`config.mk`:
```
export PLATFORM = sky130hd
export DESIGN_NAME = vstep_setpoint
export DESIGN_NICKNAME = d
export VERILOG_FILES = /design/src/rtl/vstep_pkg.sv /design/src/rtl/vstep_sync.sv /design/src/rtl/vstep_stby_timer.sv /design/src/rtl/vstep_step_core.sv /design/src/rtl/vstep_setpoint.sv
export SDC_FILE = /design/constraint.sdc
export NUM_CORES = 1
export LEC_CHECK = 0
export BUFFER_PORTS_ARGS = -buffer_cell sky130_fd_sc_hd__buf_2
export CAP_MARGIN = 10
export CORE_ASPECT_RATIO = 1.1
export CORE_MARGIN = 2
export CORE_UTILIZATION = 35
export DETAILED_ROUTE_END_ITERATION = 16
export PLACE_DENSITY = 0.61
export SLEW_MARGIN = 10
export SYNTH_ARGS = -nofsm -noshare
export SYNTH_HDL_FRONTEND = slang
export SYNTH_SLANG_ARGS = --single-unit
```
`constraint.sdc`:
```
create_clock -name clk -period 2.35 [get_ports clk]
set_clock_uncertainty 0.05 [all_clocks]
set_input_delay 0.235 -clock clk [delete_from_list [all_inputs] [get_ports clk]]
set_output_delay 0.235 -clock clk [all_outputs]
set_load 0.005 [all_outputs]
```
`src/rtl/vstep_pkg.sv`:
```
package vstep_pkg;
  typedef enum logic [1:0] {
    SB_IDLE = 2'd0,
    SB_WAIT = 2'd1,
    SB_ACT  = 2'd2
  } sb_state_e;
endpackage

```
`src/rtl/vstep_sync.sv`:
```
module vstep_sync #(
  parameter int N_PINS = 2,
  parameter int STAGES = 2
) (
  input  logic              clk,
  input  logic              rst_n,
  input  logic [N_PINS-1:0] pin_in,
  output logic              req
);
  logic [N_PINS-1:0] synced;

  for (genvar g = 0; g < N_PINS; g++) begin : g_pin
    logic [STAGES-1:0] chain;
    always_ff @(posedge clk or negedge rst_n) begin
      if (!rst_n) chain <= '0;
      else        chain <= {chain[STAGES-2:0], pin_in[g]};
    end
    assign synced[g] = chain[STAGES-1];
  end

  assign req = |synced;
endmodule

```
`src/rtl/vstep_stby_timer.sv`:
```
module vstep_stby_timer
  import vstep_pkg::*;
#(
  parameter int DLY_W = 8
) (
  input  logic             clk,
  input  logic             rst_n,
  input  logic             req,
  input  logic [DLY_W-1:0] dly,
  output logic             active,
  output logic             exit_pulse
);
  sb_state_e        state;
  logic [DLY_W-1:0] cnt;
  logic             req_q;

  always_ff @(posedge clk or negedge rst_n) begin
    if (!rst_n) begin
      state <= SB_IDLE;
      cnt   <= '0;
      req_q <= 1'b0;
    end else begin
      req_q <= req;
      case (state)
        SB_IDLE: if (req && !req_q) begin
          cnt   <= dly;
          state <= SB_WAIT;
        end
        SB_WAIT: begin
          if (!req)           state <= SB_IDLE;
          else if (cnt == '0) state <= SB_ACT;
          else                cnt   <= cnt - 1'b1;
        end
        SB_ACT:  if (!req) state <= SB_IDLE;
        default: state <= SB_IDLE;
      endcase
    end
  end

  assign active     = (state == SB_ACT);
  assign exit_pulse = (state == SB_ACT) && !req;
endmodule

```
`src/rtl/vstep_step_core.sv`:
```
module vstep_step_core #(
  parameter int              CODE_W   = 5,
  parameter logic [CODE_W-1:0] RST_CODE = 5'b10000,
  parameter logic [CODE_W-2:0] RST_LO   = 4'b1000,
  parameter logic [CODE_W-2:0] RST_HI   = 4'b1010
) (
  input  logic              clk,
  input  logic              rst_n,
  input  logic              wr_fire,
  input  logic [CODE_W-1:0] wr_data,
  input  logic              lo_wr_en,
  input  logic [CODE_W-2:0] lo_wr_data,
  input  logic              hi_wr_en,
  input  logic [CODE_W-2:0] hi_wr_data,
  input  logic              step_up,
  input  logic              step_dn,
  input  logic              hold,
  input  logic              restore,
  output logic [CODE_W-1:0] norm_code,
  output logic [CODE_W-1:0] lo_code,
  output logic [CODE_W-1:0] hi_code
);
  localparam int STOP_W = CODE_W - 1;

  logic [STOP_W-1:0] lo_reg, hi_reg;
  logic [CODE_W-1:0] base;
  logic              go_up, go_dn;

  always_ff @(posedge clk or negedge rst_n) begin
    if (!rst_n) begin
      lo_reg <= RST_LO;
      hi_reg <= RST_HI;
    end else begin
      if (lo_wr_en) lo_reg <= lo_wr_data;
      if (hi_wr_en) hi_reg <= hi_wr_data;
    end
  end

  assign lo_code = {1'b0, lo_reg};
  assign hi_code = {1'b1, hi_reg};

  assign go_up = step_up && !step_dn && !hold && (norm_code < hi_code);
  assign go_dn = step_dn && !step_up && !hold && (norm_code > lo_code);

  always_ff @(posedge clk or negedge rst_n) begin
    if (!rst_n) begin
      base      <= RST_CODE;
      norm_code <= RST_CODE;
    end else if (wr_fire) begin
      base      <= wr_data;
      norm_code <= wr_data;
    end else if (restore) begin
      norm_code <= base;
    end else if (go_up) begin
      norm_code <= norm_code + 1'b1;
    end else if (go_dn) begin
      norm_code <= norm_code - 1'b1;
    end
  end
endmodule

```
`src/rtl/vstep_setpoint.sv`:
```
module vstep_setpoint #(
  parameter int                CODE_W   = 5,
  parameter int                DLY_W    = 8,
  parameter int                N_PINS   = 2,
  parameter int                SYNC_STG = 2,
  parameter logic [CODE_W-1:0] RST_CODE = 5'b10000
) (
  input  logic              clk,
  input  logic              rst_n,
  input  logic              sp_wr_valid,
  input  logic [CODE_W-1:0] sp_wr_data,
  output logic              sp_wr_ready,
  input  logic              lo_wr_en,
  input  logic [CODE_W-2:0] lo_wr_data,
  input  logic              hi_wr_en,
  input  logic [CODE_W-2:0] hi_wr_data,
  input  logic              step_up,
  input  logic              step_dn,
  input  logic              stby_pin_a,
  input  logic              stby_pin_b,
  input  logic [DLY_W-1:0]  stby_dly,
  input  logic [CODE_W-1:0] stby_code,
  output logic [CODE_W-1:0] vcode,
  output logic              stby_active
);
  logic              req, exit_pulse, wr_fire;
  logic [CODE_W-1:0] norm_code, lo_code, hi_code;

  assign sp_wr_ready = 1'b1;
  assign wr_fire     = sp_wr_valid && sp_wr_ready;

  vstep_sync #(.N_PINS(N_PINS), .STAGES(SYNC_STG)) u_sync (
    .clk(clk), .rst_n(rst_n), .pin_in({stby_pin_b, stby_pin_a}), .req(req)
  );

  vstep_stby_timer #(.DLY_W(DLY_W)) u_timer (
    .clk(clk), .rst_n(rst_n), .req(req), .dly(stby_dly),
    .active(stby_active), .exit_pulse(exit_pulse)
  );

  vstep_step_core #(.CODE_W(CODE_W), .RST_CODE(RST_CODE)) u_core (
    .clk(clk), .rst_n(rst_n), .wr_fire(wr_fire), .wr_data(sp_wr_data),
    .lo_wr_en(lo_wr_en), .lo_wr_data(lo_wr_data),
    .hi_wr_en(hi_wr_en), .hi_wr_data(hi_wr_data),
    .step_up(step_up), .step_dn(step_dn), .hold(stby_active),
    .restore(exit_pulse), .norm_code(norm_code),
    .lo_code(lo_code), .hi_code(hi_code)
  );

  assign vcode = stby_active ? stby_code : norm_code;
endmodule

```
==> results of run 1 <==
path summary, 6_finish.rpt:
| check | depth (start not counted) | end | from |
|---|---|---|---|
| hold / removal | 3 | u_core.lo_reg[2] | lo_wr_data[2] |
| setup reg to reg | 11 | u_core.norm_code[2] | u_core.hi_reg[1] |
| setup / recovery | 11 | u_core.norm_code[2] | u_core.hi_reg[1] |
| max in group asynchronous | 2 | u_core.base[3] | rst_n |
| min in group asynchronous | 2 | u_sync.g_pin[1].chain[0] | rst_n |
| hold reg to reg | 0 | u_sync.g_pin[1].chain[1] | u_sync.g_pin[1].chain[0] |
cell families after synthesis:
| kind of cell | count (synthesis) |
|---|---|
| AO/OA/AOI/OAI | 56 |
| XOR/XNOR | 2 |
| adder cells (fa/ha/maj) | 13 |
| buffers and inverters | 25 |
| flip-flops | 33 |
| multiplexers | 13 |
| other | 1 |
| AND/OR/NAND/NOR | 54 |
per-layer routing:
metal	share of wire, %	vias up
met3	4.0	8
met5	0	-
met4	1.8	0
met2	49	31
met1	46	783
li1	-	828
final cells by class:
type / count / area [µm²]
fill: 513 / 2746
clock buffer: 5 / 68.82
inverter: 19 / 71.32
clock inverter: 3 / 46.29
tap: 75 / 93.84
timing repair buffer: 64 / 400.4
sequential: 33 / 832.0
multi-input combinational: 139 / 1101
layout by cell type, fill, tap and decap left out, types with 3 or more instances in the layout:
master,count
sky130_fd_sc_hd__clkbuf_8,5
sky130_fd_sc_hd__dfrtp_1,28
sky130_fd_sc_hd__buf_2,40
sky130_fd_sc_hd__nor2b_1,6
sky130_fd_sc_hd__nor2_1,8
sky130_fd_sc_hd__inv_2,4
sky130_fd_sc_hd__a21oi_1,7
sky130_fd_sc_hd__buf_4,20
sky130_fd_sc_hd__o21ai_1,4
sky130_fd_sc_hd__nand2_1,20
sky130_fd_sc_hd__ha_1,7
sky130_fd_sc_hd__o21ai_0,18
sky130_fd_sc_hd__o211ai_1,3
sky130_fd_sc_hd__mux2_2,8
sky130_fd_sc_hd__ha_4,5
sky130_fd_sc_hd__a22oi_1,3
sky130_fd_sc_hd__dlygate4sd3_1,3
sky130_fd_sc_hd__inv_1,15
sky130_fd_sc_hd__dfstp_2,5
sky130_fd_sc_hd__mux2_4,3
what timing repair did:
action                     in CTS  in global routing
gates resized for setup        12                  3
setup buffers                   4                  1
hold endpoints to repair       30                  0
pin swaps                       5                  6
hold buffers                    3                  0
setup endpoints to repair       4                  3
worst max-delay path: cells and delay by family, from the launching register on:
family                     cells  cell delay (ps)
DFF                            1              530
xor gates and xnor gates       1              150
muxes                          2              540
adders and majority gates      2              450
buffers and inverters          2              190
AOI/OAI and AO/OA              4              540
report_power, final:
part | leakage, nW | switching, mW | total [mW] | internal (mW)
registers | 0.383 | 0.117 | 0.813 | 0.696
clock network | 0.0543 | 0.232 | 0.549 | 0.317
logic | 0.763 | 0.544 | 1.16 | 0.615
metrics by stage:
stage          cell area (µm²)  worst slack, ps  hold slack [ps]
4_1_cts                   2579           -153.9            93.39
2_1_floorplan             1948           -55.74           -110.6
6_report                  2614           -210.1            100.1
3_3_place_gp              2320           -133.0            285.2
3_5_place_dp              2320           -184.0            288.6
5_1_grt                   2614           -300.7            96.78
==> run metrics, run 1 <==
standby leakage power 1.200 nW; biggest fanout along the worst timing path 4; element type at the critical path end register; count of boundary I/O pins 42; Worst Hold Class in2reg; clock buffer count from CTS 5; number of antenna violations at the first check in global routing 0; met2 global-route usage 24.39%; adder and majority cell fraction of the synthesized area 8.791%; P&R area growth vs syn 35.04%; number of cells in the design after placement 322; GP Congestion 0.8128; number of synthesis warnings 0; smallest setup slack after layout -210.1 ps; drt pass-1 iters 4; multiplexer area fraction after synthesis 7.822%; most area-consuming cells after synthesis sky130_fd_sc_hd__dfrtp_1 (36%), sky130_fd_sc_hd__ha_1 (7.8%), sky130_fd_sc_hd__dfstp_2 (6.8%); top register by number of flip-flops u_timer.cnt; Initial Util 36.11%; Avg Synthesized Cell Area 9.825 µm²; Simple-Gate Fraction of Synth Area 14.67%; top cell type's share of synthesized area 36.20%; share of synthesized flip-flops with an asynchronous set or reset 100.0%; number of slew-limit violations in the final report 0; critical path's slowest cell sky130_fd_sc_hd__dfstp_2; Global Route met3 Usage 3.926%; maximum number of pins on one net before global-route repair 34; floorplan die area 0.006142 mm²; total number of vias 1,650; aggregate global routing overflow 0; CTS tree yes; Global Route Usage Sum 15.19%; Port Buffer Count 40; first-pass GRT wire length 6906 µm; outcome finished with violations; Req. time, crit path 2470 ps; most frequently used cell type in the post-synthesis netlist sky130_fd_sc_hd__dfrtp_1; Max Clock Freq 0.3906 GHz; Std-Cell Rows 28; insertion delay of the later-clocked pin in the worst-skew pair 290 ps; Final Core Density 48.76%; count of cell types in the netlist 53; cell at the root of the clock tree sky130_fd_sc_hd__clkbuf_8; cells after synthesis 197; HPWL reported at the end of detailed placement 3170 µm; core box area 0.005360 mm²; maximum buffer depth of the clock tree 2; post-route antenna net violation count 0; number of enable flip-flop cells after synthesis 0; unrepaired setup endpoints after global routing yes; final worst path period share 108.9%; violated checks negative setup slack; wire length per cell 13.22 µm; main combinational cell family by area after synthesis compound AO/OA/AOI/OAI gates; peak per-stage delay on the critical path 530 ps; fraction of final layout cells with drive strength greater than 1 41.44%; Iteration-0 DRC Markers 72; r2r setup slk -210 ps; xor and xnor area share after synthesis 0.9050%; worst voltage drop across the vdd grid 0.0003890 V; net total in the final layout 310; sequential cell area fraction in the yosys report 42.99%; setup TNS -508.1 ps; commonest cells in the synthesized netlist sky130_fd_sc_hd__dfrtp_1 (28), sky130_fd_sc_hd__nand2_1 (20), sky130_fd_sc_hd__o21ai_0 (19); largest registers in the final layout u_timer.cnt x8, u_core.base x5, u_core.norm_code x5; largest area contributor in the synthesized netlist sky130_fd_sc_hd__dfrtp_1; most frequently used flop master after synthesis sky130_fd_sc_hd__dfrtp_1; worst max-slew margin expressed relative to the limit 49.58%; clk slew on worst S/H paths 70 ps; vias per std cell 4.882; die extent in y 82.00 µm; number of nets in the synthesized netlist 245; number of levels the H-tree was split into 2; critical path data arrival time 2680 ps; clock period minus final worst setup slack 2560 ps; synthesized flop and latch total 33; WL final 4469 µm; width of the die 74.91 µm; GRT met1 Usage 19.11%; CTS Sinks 33; number of failing hold endpoints at the final stage 0; synthesized-area fraction occupied by ao, oa, aoi and oai cells 18.75%; type of the setup path with the least slack reg2reg; maxcap violations 0; actual transition at the worst max-transition pin 756.3 ps; cell area after technology mapping 0.001936 mm²; vias in the first global route 1,538; Startpoint Class register; most used routing layer met2; DRC 0; flip-flop count of the largest register after layout 8; power density cells 965.0 mW/mm²; number of diodes 0; final setup violation count 3; final total power 2.522 mW; post-route non-filler standard cell count 338; cells along the critical path inv_2, ha_4, a21oi_2, o21ai_1, a31o_2, buf_12, ha_4, xor2_1, o21ai_1, mux2_4, mux2_4
Power figures use the tool's default switching activity.
==> run 2: changes to the inputs <==
Clock period 2.35 ns to 2.2 ns, I/O delays scaled along.
==> run 2 against run 1 <==
Against the previous run: the flow still finishes with violations (negative setup slack); critical path depth increased by 1; cell count is 2.4% higher; die area unchanged.
==> run metrics, run 2 (synthesis gave the netlist of run 1 again) <==
critical path's slowest cell sky130_fd_sc_hd__dfstp_2; standby leakage power 1.235 nW; clk slew on worst S/H paths 70 ps; most frequent cells in the layout sky130_fd_sc_hd__buf_2 (40), sky130_fd_sc_hd__dfrtp_1 (28), sky130_fd_sc_hd__buf_4 (25); type of the setup path with the least slack reg2reg; P&R area growth vs syn 38.14%; top register by number of flip-flops u_timer.cnt; first-pass GRT wire length 7031 µm; die extent in y 82.00 µm; logic depth of the worst register-to-register path 12; outcome finished with violations; post-route antenna net violation count 0; flip-flop count of the largest register after layout 8; clock buffer count from CTS 5; Iteration-0 DRC Markers 78; final total power 2.658 mW; wire length per cell 13.05 µm; launch point of the worst reg-to-reg path u_core.hi_reg[1]; most used routing layer met2; count of boundary I/O pins 42; clock share of power 17.1%; DRC 0; number of diodes 0; crit-path most repeated cell sky130_fd_sc_hd__inv_2; fraction of final layout cells with drive strength greater than 1 45.39%; cells along the critical path inv_2, ha_4, nand2_2, o21ai_2, a31o_4, inv_2, fa_2, nand2b_4, a21oi_2, xor2_1, o21bai_1, a221oi_2; maximum number of pins on one net before global-route repair 34; worst max-slew margin expressed relative to the limit 50.57%; HPWL reported at the end of detailed placement 3217 µm; setup TNS -893.2 ps; count of cells along the worst hold path 3; insertion delay of the later-clocked pin in the worst-skew pair 290 ps; unrepaired setup endpoints after global routing yes; Global Route Usage Sum 15.38%; post-route non-filler standard cell count 346; GRT met1 Usage 20.46%; number of levels the H-tree was split into 2; Worst Hold Class in2reg; maximum buffer depth of the clock tree 2; worst voltage drop across the vdd grid 0.0006054 V; largest registers in the final layout u_timer.cnt x8, u_core.base x5, u_core.norm_code x5; Post-Place Worst Slack -367.6 ps; Port Buffer Count 40; final design area excluding fillers 0.002674 mm²; final setup violation count 5; cell at the root of the clock tree sky130_fd_sc_hd__clkbuf_8; CTS tree yes; core box area 0.005360 mm²; maxcap violations 0; Initial Util 36.11%; violated checks negative setup slack; Max Clock Freq 0.3983 GHz; Std-Cell Rows 28; Startpoint Class register; number of slew-limit violations in the final report 0; reg-to-reg critical path endpoint u_core.norm_code[4]; final worst path period share 114.1%; clock period minus final worst setup slack 2511 ps; GP Congestion 0.8553; biggest fanout along the worst timing path 4; element type at the critical path end register; net total in the final layout 318; net switching power 0.9736 mW; floorplan die area 0.006142 mm²; met2 global-route usage 23.60%; number of failing hold endpoints at the final stage 0; area of placed instances 0.002365 mm²; WL final 4516 µm; peak per-stage delay on the critical path 530 ps; vias per std cell 4.887; power density cells 994.1 mW/mm²; worst setup path start u_core.hi_reg[1]; smallest setup slack after layout -310.7 ps; most frequent standard cell in the layout excluding fill and tap cells sky130_fd_sc_hd__buf_2; r2r setup slk -310 ps; actual transition at the worst max-transition pin 741.5 ps; fraction of power spent switching nets 36.63%; critical path data arrival time 2670 ps; total number of vias 1,691; cell-internal power 1.685 mW; part of the total power dissipated in combinational logic 50.4%; Hold Startpoint hi_wr_data[2]; number of cells in the design after placement 328; width of the die 74.91 µm; aggregate global routing overflow 0; vias in the first global route 1,555; Global Route met3 Usage 4.049%; drt pass-1 iters 4; number of antenna violations at the first check in global routing 0; fraction of power consumed by sequential logic 32.5%; CTS Sinks 33; worst min-delay path endpoint u_core.hi_reg[2]; Req. time, crit path 2360 ps
-- run 2: cell count changes in the layout (fill, tap and decap cells not counted), moves of 2 or more --
cell                       delta
sky130_fd_sc_hd__buf_4        +5
sky130_fd_sc_hd__o21ai_0      -2
sky130_fd_sc_hd__buf_6        +4
sky130_fd_sc_hd__inv_1        -2
sky130_fd_sc_hd__clkinv_2     +2
sky130_fd_sc_hd__o21ai_2      +2
-- run 2: repair_timing --
item | in CTS | in global routing
endpoints found under the hold margin | 30 | 0
gates cloned | 0 | 0
setup buffers | 4 | 5
resized for setup | 15 | 16
hold buffers | 3 | 0
pin swaps | 7 | 15
endpoints found under the setup margin | 5 | 8
-- run 2: final cells by class --
type	count	area [µm²]
fill	520	2686
multi-input combinational	139	1125
sequential	33	832.0
timing repair buffer	72	462.9
tap	75	93.84
inverter	19	73.82
clock buffer	5	68.82
clock inverter	3	17.52
-- run 2: critical path, delay by kind of cell (launching register included) --
family	cells	cell delay (ps)
AO/OA/AOI/OAI	5	780
adder cells (fa/ha/maj)	2	590
flip-flops	1	530
AND/OR/NAND/NOR	2	190
XOR/XNOR	1	190
buffers and inverters	2	90
-- run 2: power groups by stage --
stage	clock (mW)	combinational [mW]	sequential [mW]
detailed placement	0	1.08	0.855
finish	0.455	1.34	0.864
CTS	0.472	1.21	0.852
floorplan	0	0.693	0.847
global placement	0	1.06	0.856
global route	0.492	1.49	0.881
-- run 2: worst max-delay path by stage --
stage	endpoint	cells after the start
after floorplan	u_core.norm_code[2]	11
after global placement	u_core.norm_code[4]	12
after detailed placement	u_core.norm_code[4]	12
after CTS	u_core.norm_code[4]	12
after global routing	u_core.norm_code[4]	12
final	u_core.norm_code[4]	12
-- run 2: routing by layer --
metal / share of wire [%] / routed length (µm)
met3: 4.4 / 200
met2: 46 / 2088
met5: 0 / 0
met1: 47 / 2130
met4: 2.1 / 97
-- run 2: stage by stage --
stage	util, %	hold slack [ps]
floorplan	-	-125.6
global placement	44.12	277.2
detailed placement	44.12	279.3
CTS	48.18	82.31
global route	49.88	99.97
finish	49.88	88.96
